`src/rtl/sxr_pkg.sv`:
```
package sxr_pkg;
  localparam int VEC_W  = 9;
  localparam int PRIO_W = 2;
  localparam int RANK_W = PRIO_W + 1;

  localparam logic [VEC_W-1:0] NUM_THREAD = VEC_W'(0);
  localparam logic [VEC_W-1:0] NUM_NMI    = VEC_W'(2);
  localparam logic [VEC_W-1:0] NUM_SVC    = VEC_W'(11);
  localparam logic [VEC_W-1:0] NUM_PSV    = VEC_W'(14);
  localparam logic [VEC_W-1:0] NUM_TICK   = VEC_W'(15);
  localparam logic [VEC_W-1:0] NUM_EXT_LO = VEC_W'(16);

  // Rank: smaller is more urgent. NMI sits below every programmable level.
  localparam logic [RANK_W-1:0] RANK_NMI    = RANK_W'(0);
  localparam logic [RANK_W-1:0] RANK_THREAD = RANK_W'((1 << PRIO_W) + 1);

  typedef struct packed {
    logic              valid;
    logic [RANK_W-1:0] rank;
    logic [VEC_W-1:0]  num;
  } cand_t;

  localparam cand_t CAND_NONE = '{valid: 1'b0, rank: RANK_THREAD, num: NUM_THREAD};

  function automatic logic [RANK_W-1:0] prio_to_rank(input logic [PRIO_W-1:0] p);
    return RANK_W'(p) + RANK_W'(1);
  endfunction

  // Candidate c displaces the current holder only on strictly better rank.
  function automatic logic displaces(input cand_t c, input cand_t cur);
    return c.valid && (!cur.valid || (c.rank < cur.rank));
  endfunction

  function automatic logic outranks(input logic [RANK_W-1:0] a,
                                    input logic [RANK_W-1:0] b);
    return a < b;
  endfunction
endpackage

```
`src/rtl/sxr_active_rank.sv`:
```
module sxr_active_rank
  import sxr_pkg::*;
(
  input  logic [VEC_W-1:0]  active_num,
  input  logic [PRIO_W-1:0] svc_prio,
  input  logic [PRIO_W-1:0] psv_prio,
  input  logic [PRIO_W-1:0] tick_prio,
  input  logic [PRIO_W-1:0] act_ext_prio,
  output logic [RANK_W-1:0] act_rank
);
  logic is_thread;
  logic is_ext;
  logic is_svc;
  logic is_psv;
  logic is_tick;

  assign is_thread = (active_num == NUM_THREAD);
  assign is_ext    = (active_num >= NUM_EXT_LO);
  assign is_svc    = (active_num == NUM_SVC);
  assign is_psv    = (active_num == NUM_PSV);
  assign is_tick   = (active_num == NUM_TICK);

  always_comb begin
    if (is_thread)    act_rank = RANK_THREAD;
    else if (is_ext)  act_rank = prio_to_rank(act_ext_prio);
    else if (is_svc)  act_rank = prio_to_rank(svc_prio);
    else if (is_psv)  act_rank = prio_to_rank(psv_prio);
    else if (is_tick) act_rank = prio_to_rank(tick_prio);
    else              act_rank = RANK_NMI;
  end
endmodule

```
`src/rtl/sxr_cand_build.sv`:
```
module sxr_cand_build
  import sxr_pkg::*;
#(
  parameter bit HAS_EXT = 1'b1,
  localparam int NCAND  = 5
) (
  input  logic                   nmi_pend,
  input  logic                   svc_pend,
  input  logic                   svc_en,
  input  logic [PRIO_W-1:0]      svc_prio,
  input  logic                   psv_pend,
  input  logic                   psv_en,
  input  logic [PRIO_W-1:0]      psv_prio,
  input  logic                   tick_pend,
  input  logic                   tick_en,
  input  logic [PRIO_W-1:0]      tick_prio,
  input  logic                   ext_pend,
  input  logic                   ext_en,
  input  logic [VEC_W-1:0]       ext_num,
  input  logic [PRIO_W-1:0]      ext_prio,
  output cand_t [NCAND-1:0]      cands,
  output logic                   ext_qual
);
  // Slots are ordered by ascending exception number; the picker relies on it.
  assign cands[0] = '{valid: nmi_pend,            rank: RANK_NMI,               num: NUM_NMI};
  assign cands[1] = '{valid: svc_pend && svc_en,  rank: prio_to_rank(svc_prio),  num: NUM_SVC};
  assign cands[2] = '{valid: psv_pend && psv_en,  rank: prio_to_rank(psv_prio),  num: NUM_PSV};
  assign cands[3] = '{valid: tick_pend && tick_en, rank: prio_to_rank(tick_prio), num: NUM_TICK};

  generate
    if (HAS_EXT) begin : g_ext
      assign ext_qual = ext_pend && ext_en;
      assign cands[4] = '{valid: ext_qual, rank: prio_to_rank(ext_prio), num: ext_num};
    end else begin : g_no_ext
      logic unused_ext;
      assign unused_ext = ^{ext_pend, ext_en, ext_num, ext_prio};
      assign ext_qual   = 1'b0;
      assign cands[4]   = CAND_NONE;
    end
  endgenerate
endmodule

```
`src/rtl/sxr_pick.sv`:
```
module sxr_pick
  import sxr_pkg::*;
#(
  parameter int NCAND = 5
) (
  input  cand_t [NCAND-1:0] cands,
  output cand_t             winner
);
  cand_t stage [NCAND+1];

  assign stage[0] = CAND_NONE;

  generate
    for (genvar i = 0; i < NCAND; i++) begin : g_stage
      // Strict comparison keeps the earlier (lower-numbered) slot on a tie.
      assign stage[i+1] = displaces(cands[i], stage[i]) ? cands[i] : stage[i];
    end
  endgenerate

  assign winner = stage[NCAND];
endmodule

```
`src/rtl/sysexc_resolver.sv`:
```
module sysexc_resolver
  import sxr_pkg::*;
#(
  parameter bit HAS_EXT = 1'b1
) (
  input  logic              clk,
  input  logic              rst_n,
  input  logic              nmi_pend,
  input  logic              svc_pend,
  input  logic              svc_en,
  input  logic [PRIO_W-1:0] svc_prio,
  input  logic              psv_pend,
  input  logic              psv_en,
  input  logic [PRIO_W-1:0] psv_prio,
  input  logic              tick_pend,
  input  logic              tick_en,
  input  logic [PRIO_W-1:0] tick_prio,
  input  logic              ext_pend,
  input  logic              ext_en,
  input  logic [VEC_W-1:0]  ext_num,
  input  logic [PRIO_W-1:0] ext_prio,
  input  logic [VEC_W-1:0]  active_num,
  input  logic [PRIO_W-1:0] act_ext_prio,
  output logic [VEC_W-1:0]  pend_vec,
  output logic              ext_pending,
  output logic              preempt_req
);
  localparam int NCAND = 5;

  cand_t [NCAND-1:0] cands;
  cand_t             winner;
  logic              ext_qual;
  logic              win_valid;
  logic [RANK_W-1:0] win_rank;
  logic [RANK_W-1:0] act_rank;
  logic              preempt_next;
  logic [VEC_W-1:0]  vec_next;

  sxr_cand_build #(.HAS_EXT(HAS_EXT)) u_build (
    .nmi_pend  (nmi_pend),
    .svc_pend  (svc_pend),
    .svc_en    (svc_en),
    .svc_prio  (svc_prio),
    .psv_pend  (psv_pend),
    .psv_en    (psv_en),
    .psv_prio  (psv_prio),
    .tick_pend (tick_pend),
    .tick_en   (tick_en),
    .tick_prio (tick_prio),
    .ext_pend  (ext_pend),
    .ext_en    (ext_en),
    .ext_num   (ext_num),
    .ext_prio  (ext_prio),
    .cands     (cands),
    .ext_qual  (ext_qual)
  );

  sxr_pick #(.NCAND(NCAND)) u_pick (
    .cands  (cands),
    .winner (winner)
  );

  sxr_active_rank u_act (
    .active_num   (active_num),
    .svc_prio     (svc_prio),
    .psv_prio     (psv_prio),
    .tick_prio    (tick_prio),
    .act_ext_prio (act_ext_prio),
    .act_rank     (act_rank)
  );

  assign win_valid    = winner.valid;
  assign win_rank     = winner.rank;
  assign vec_next     = win_valid ? winner.num : NUM_THREAD;
  assign preempt_next = win_valid && outranks(win_rank, act_rank);

  always_ff @(posedge clk or negedge rst_n) begin
    if (!rst_n) begin
      pend_vec    <= NUM_THREAD;
      ext_pending <= 1'b0;
      preempt_req <= 1'b0;
    end else begin
      pend_vec    <= vec_next;
      ext_pending <= ext_qual;
      preempt_req <= preempt_next;
    end
  end
endmodule

```
`config.mk`:
```
export PLATFORM = sky130hd
export DESIGN_NAME = sysexc_resolver
export DESIGN_NICKNAME = d
export VERILOG_FILES = /design/src/rtl/sxr_pkg.sv /design/src/rtl/sxr_active_rank.sv /design/src/rtl/sxr_cand_build.sv /design/src/rtl/sxr_pick.sv /design/src/rtl/sysexc_resolver.sv
export SDC_FILE = /design/constraint.sdc
export NUM_CORES = 1
export LEC_CHECK = 0
export BUFFER_PORTS_ARGS = -buffer_cell sky130_fd_sc_hd__buf_2
export CELL_PAD_IN_SITES_DETAIL_PLACEMENT = 0
export CELL_PAD_IN_SITES_GLOBAL_PLACEMENT = 2
export CORE_MARGIN = 5
export CORE_UTILIZATION = 36
export DETAILED_ROUTE_END_ITERATION = 6
export PLACE_DENSITY = 0.95
export SYNTH_ARGS = -nofsm -noshare
export SYNTH_HDL_FRONTEND = slang
export SYNTH_HIERARCHICAL = 1
export SYNTH_SLANG_ARGS = --single-unit
```
`constraint.sdc`:
```
create_clock -name clk -period 1.4 [get_ports clk]
set_clock_uncertainty 0.1 [all_clocks]
set_input_delay 0.14 -clock clk [delete_from_list [all_inputs] [get_ports clk]]
set_output_delay 0.14 -clock clk [all_outputs]
set_load 0.02 [all_outputs]
```
==> summary.md <==
| Metric | Value |
|---|---|
| Status | `complete, but fails checks` |
| Failing checks | `negative setup slack` |
| Via density per instance | `4.51` |
| Crit path kind | `in -> reg` |
| PD cells | `just under 700 nW/um^2` |
| Die height | `about 89 um` |
| Antenna-violating nets left | `0` |
| Hold Violations, Final | `0` |
| I/O pins | `50` |
| Mapped Cells | `~260` |
| Largest net degree at the start of global routing | `19` |
| Routed len/inst | `about 12 um` |
| Sw frac | `about a third` |
| Max clock buf depth | `2` |
| Tmin final | `about 4.6 ns` |
| Final Instance Count excl. Fillers | `about 430` |
| Final setup fails | `10` |
| N_diodes | `0` |
| Cell total after placement | `roughly 400` |
| CTS tree | `done` |
| Comb pwr share | `64.6%` |
| Prevailing post-synth register cell | `dfrtp_1` |
| Initial antenna violation count | `0` |
| MaxCap Viol Count | `0` |
| YS warnings | `6` |
| Crit Path Max Fanout | `5` |
| Final WL | `~5300 um` |
| Post-synth EDFFs | `0` |
| Synth area leader | `buf_4` |
| Die span in x | `roughly 90 um` |
| Vias | `between 1500 and 2000` |
| Seq pwr share | `19.9%` |
| RSZ-0062 raised after global routing | `true` |
| P_sw | `0.692 mW` |
| Vias in the first global route | `roughly 1900` |
| Placeable Area | `roughly 6000 um^2` |
| P_int | `1.29 mW` |
| Max Clock Freq | `approximately 220 MHz` |
| Worst-path clk slew | `about 0.05 ns` |
| DP Wirelength | `around 4000 um` |
| Overall power | `a little under 2 mW` |
| Share of cells above drive strength 1 | `slightly above 50%` |
| Synth top cells by count | `51 x buf_4, 25 x inv_1, 21 x mux2_2` |
| Count leader, synth | `buf_4` |
| Tcrit/Tclk final | `329%` |
| Htree depth | `1` |
| Buf+Inv Stages, Crit Path | `1` |
| WP data arrival | `around 4.6 ns` |
| Hold path endpoint | `ext_pending$_DFF_PN0_` |
| Clock Power Share | `15.5%` |
| Port bufs | `just under 50` |
| Setup ws final | `-3.20 ns` |
| Min-delay src | `ext_en` |
| Clock sinks | `11` |
| Synth async-reset ratio | `between 90% and 100%` |
| Gpl congestion | `0.861` |
| Pleak | `between 1.5 and 2 nW` |
| Top post-synthesis cells by area | `buf_4 17%, dfrtp_1 12%, mux2_2 10%` |
| Inserted Clock Buffers | `3` |
| Post-synth top area share | `16.9%` |
| Crit-path most repeated cell | `ha_4` |
| Critical path capture point type | `register` |
| Seq/Total Area, Yosys | `roughly an eighth` |
| Area grow syn2layout | `29.7%` |
| FP Rows | `28` |
| Kind of cell adding the most delay to the critical path | `compound AO/OA/AOI/OAI gates` |
| CP Cell Sequence | `buf_6, ha_4, ha_4, a21oi_4, o2111ai_2, a211oi_2, a221oi_4, mux2i_2, ha_2, maj3_2, a21boi_2, a21boi_2, o31ai_4, mux2_4, ha_4, o21a_1, o22ai_2, nand2_1, o31a_4, mux2i_1, ha_1, and2_4, a221oi_2` |
| Maximum VDD drop | `approximately 0.52 mV` |
| DRC Markers | `0` |
| 1st-iter DRT viols | `between 50 and 60` |
| Slew Limit Fails | `0` |
| Nets@finish | `404` |
| Syn_area_per_cell | `just under 9 um^2` |
| HP Class | `in -> reg` |
| Filler instances | `565` |
| Hold depth | `2` |
| Crit start category | `primary input` |
| Crit path max-delay cell type | `a211oi_2` |
| Die area | `7970 um^2` |
| Critical Path Max Stage Delay | `~0.40 ns` |
| Multi-input logic area | `approximately 1700 um^2` |
| FF+latch count, synth | `11` |
| Drt first pass iters | `4` |
| First-pass GRT wire length | `between 8000 and 9000 um` |
| Clock Root Buffer | `clkbuf_8` |
| GRT Total Usage | `between 10% and 20%` |
| Crit path required time | `approximately 1.4 ns` |
| Cell variety after synth | `63` |
| Final core occ | `between 40 and 50%` |
| Starting Density | `37.5%` |
| Storage cell area | `275 um^2` |
| Overflow after GRT | `0` |
| Synthesized cell area | `~2300 um^2` |
power by group through the flow:
stage	Combinational [mW]	Clock [mW]	Sequential, mW
finish	1.28	0.307	0.394
global route	1.40	0.334	0.399
CTS	1.20	0.314	0.396
detailed placement	1.08	0	0.399
global placement	1.06	0	0.400
floorplan	0.769	0	0.482
layout by cell type, fill, tap and decap left out, types with 2 or more instances in the layout:
| master | n |
|---|---|
| buf_4 | 57 |
| buf_2 | 47 |
| conb_1 | 39 |
| inv_1 | 25 |
| mux2_2 | 21 |
| o21ai_0 | 12 |
| nand3_1 | 12 |
| dfrtp_1 | 11 |
| and2_1 | 10 |
| ha_1 | 10 |
| nand2_1 | 10 |
| mux2_4 | 9 |
| and2_4 | 7 |
| nand2b_1 | 4 |
| mux2i_1 | 4 |
| clkbuf_8 | 3 |
| nor2b_1 | 3 |
| nor2_1 | 3 |
| ha_4 | 3 |
| a221oi_2 | 2 |
| buf_6 | 2 |
| o21a_1 | 2 |
| a21oi_1 | 2 |
| nor3_1 | 2 |
| a21o_2 | 2 |
| o31a_1 | 2 |
| mux2i_2 | 2 |
| or3_1 | 2 |
| o211a_1 | 2 |
| a21boi_2 | 2 |
what timing repair did:
action,in CTS,in global routing
hold endpoints to repair,11,0
gates cloned,1,0
pin swaps,7,11
gates resized for setup,6,14
endpoints found under the setup margin,10,10
hold buffers,1,0
buffers inserted,13,6
cells by family after synthesis:
| kind of cell | Yosys count | share of synthesized area, % |
|---|---|---|
| buf+inv | 82 | 23.4 |
| simple gates | 64 | 17.2 |
| compound gates | 47 | 19.5 |
| mux | 36 | 19.3 |
| fa+ha+maj | 15 | 8.25 |
| flops | 11 | 12.2 |
| other cells | 2 | 0.332 |
worst max-delay path by stage:
stage / from / end / cells after the start
finish: svc_prio[0] / preempt_req$_DFF_PN0_ / 23
global route: svc_prio[0] / preempt_req$_DFF_PN0_ / 24
CTS: svc_prio[0] / preempt_req$_DFF_PN0_ / 23
detailed placement: svc_prio[1] / preempt_req$_DFF_PN0_ / 23
global placement: svc_prio[1] / preempt_req$_DFF_PN0_ / 23
floorplan: svc_prio[1] / preempt_req$_DFF_PN0_ / 24
metrics by stage:
step	hold WS, ns	worst slack, ns	instance area (um^2)	TNS (ns)
detailed placement	-0.0761	-3.52	2660	-33.77
global placement	-0.0866	-3.36	2660	-32.40
floorplan	-0.256	-3.62	2450	-32.82
global route	0.135	-3.41	2930	-32.04
finish	0.119	-3.20	2930	-30.19
CTS	0.109	-3.16	2860	-29.82
routing by layer:
layer	share of wire, %	track usage (%)	up-vias
met2	52	23.8	59
li1	-	-	998
met4	0	1.22	0
met1	42	16.5	860
met3	6.6	1.38	0
met5	0	0	-
cell type report:
class / count / share of cell area, %
Clock buffer: 4 / 1.54
Inverter: 25 / 3.20
Multi-Input combinational cell: 201 / 57.7
Sequential cell: 11 / 9.39
Tap cell: 75 / 3.20
Timing Repair Buffer: 109 / 24.9
sequential cells by signal, summed over array words and instances, names as in the netlist:
name and cells:
ext_pending 1, preempt_req 1, pend_vec 9
Power figures use the tool's default switching activity.
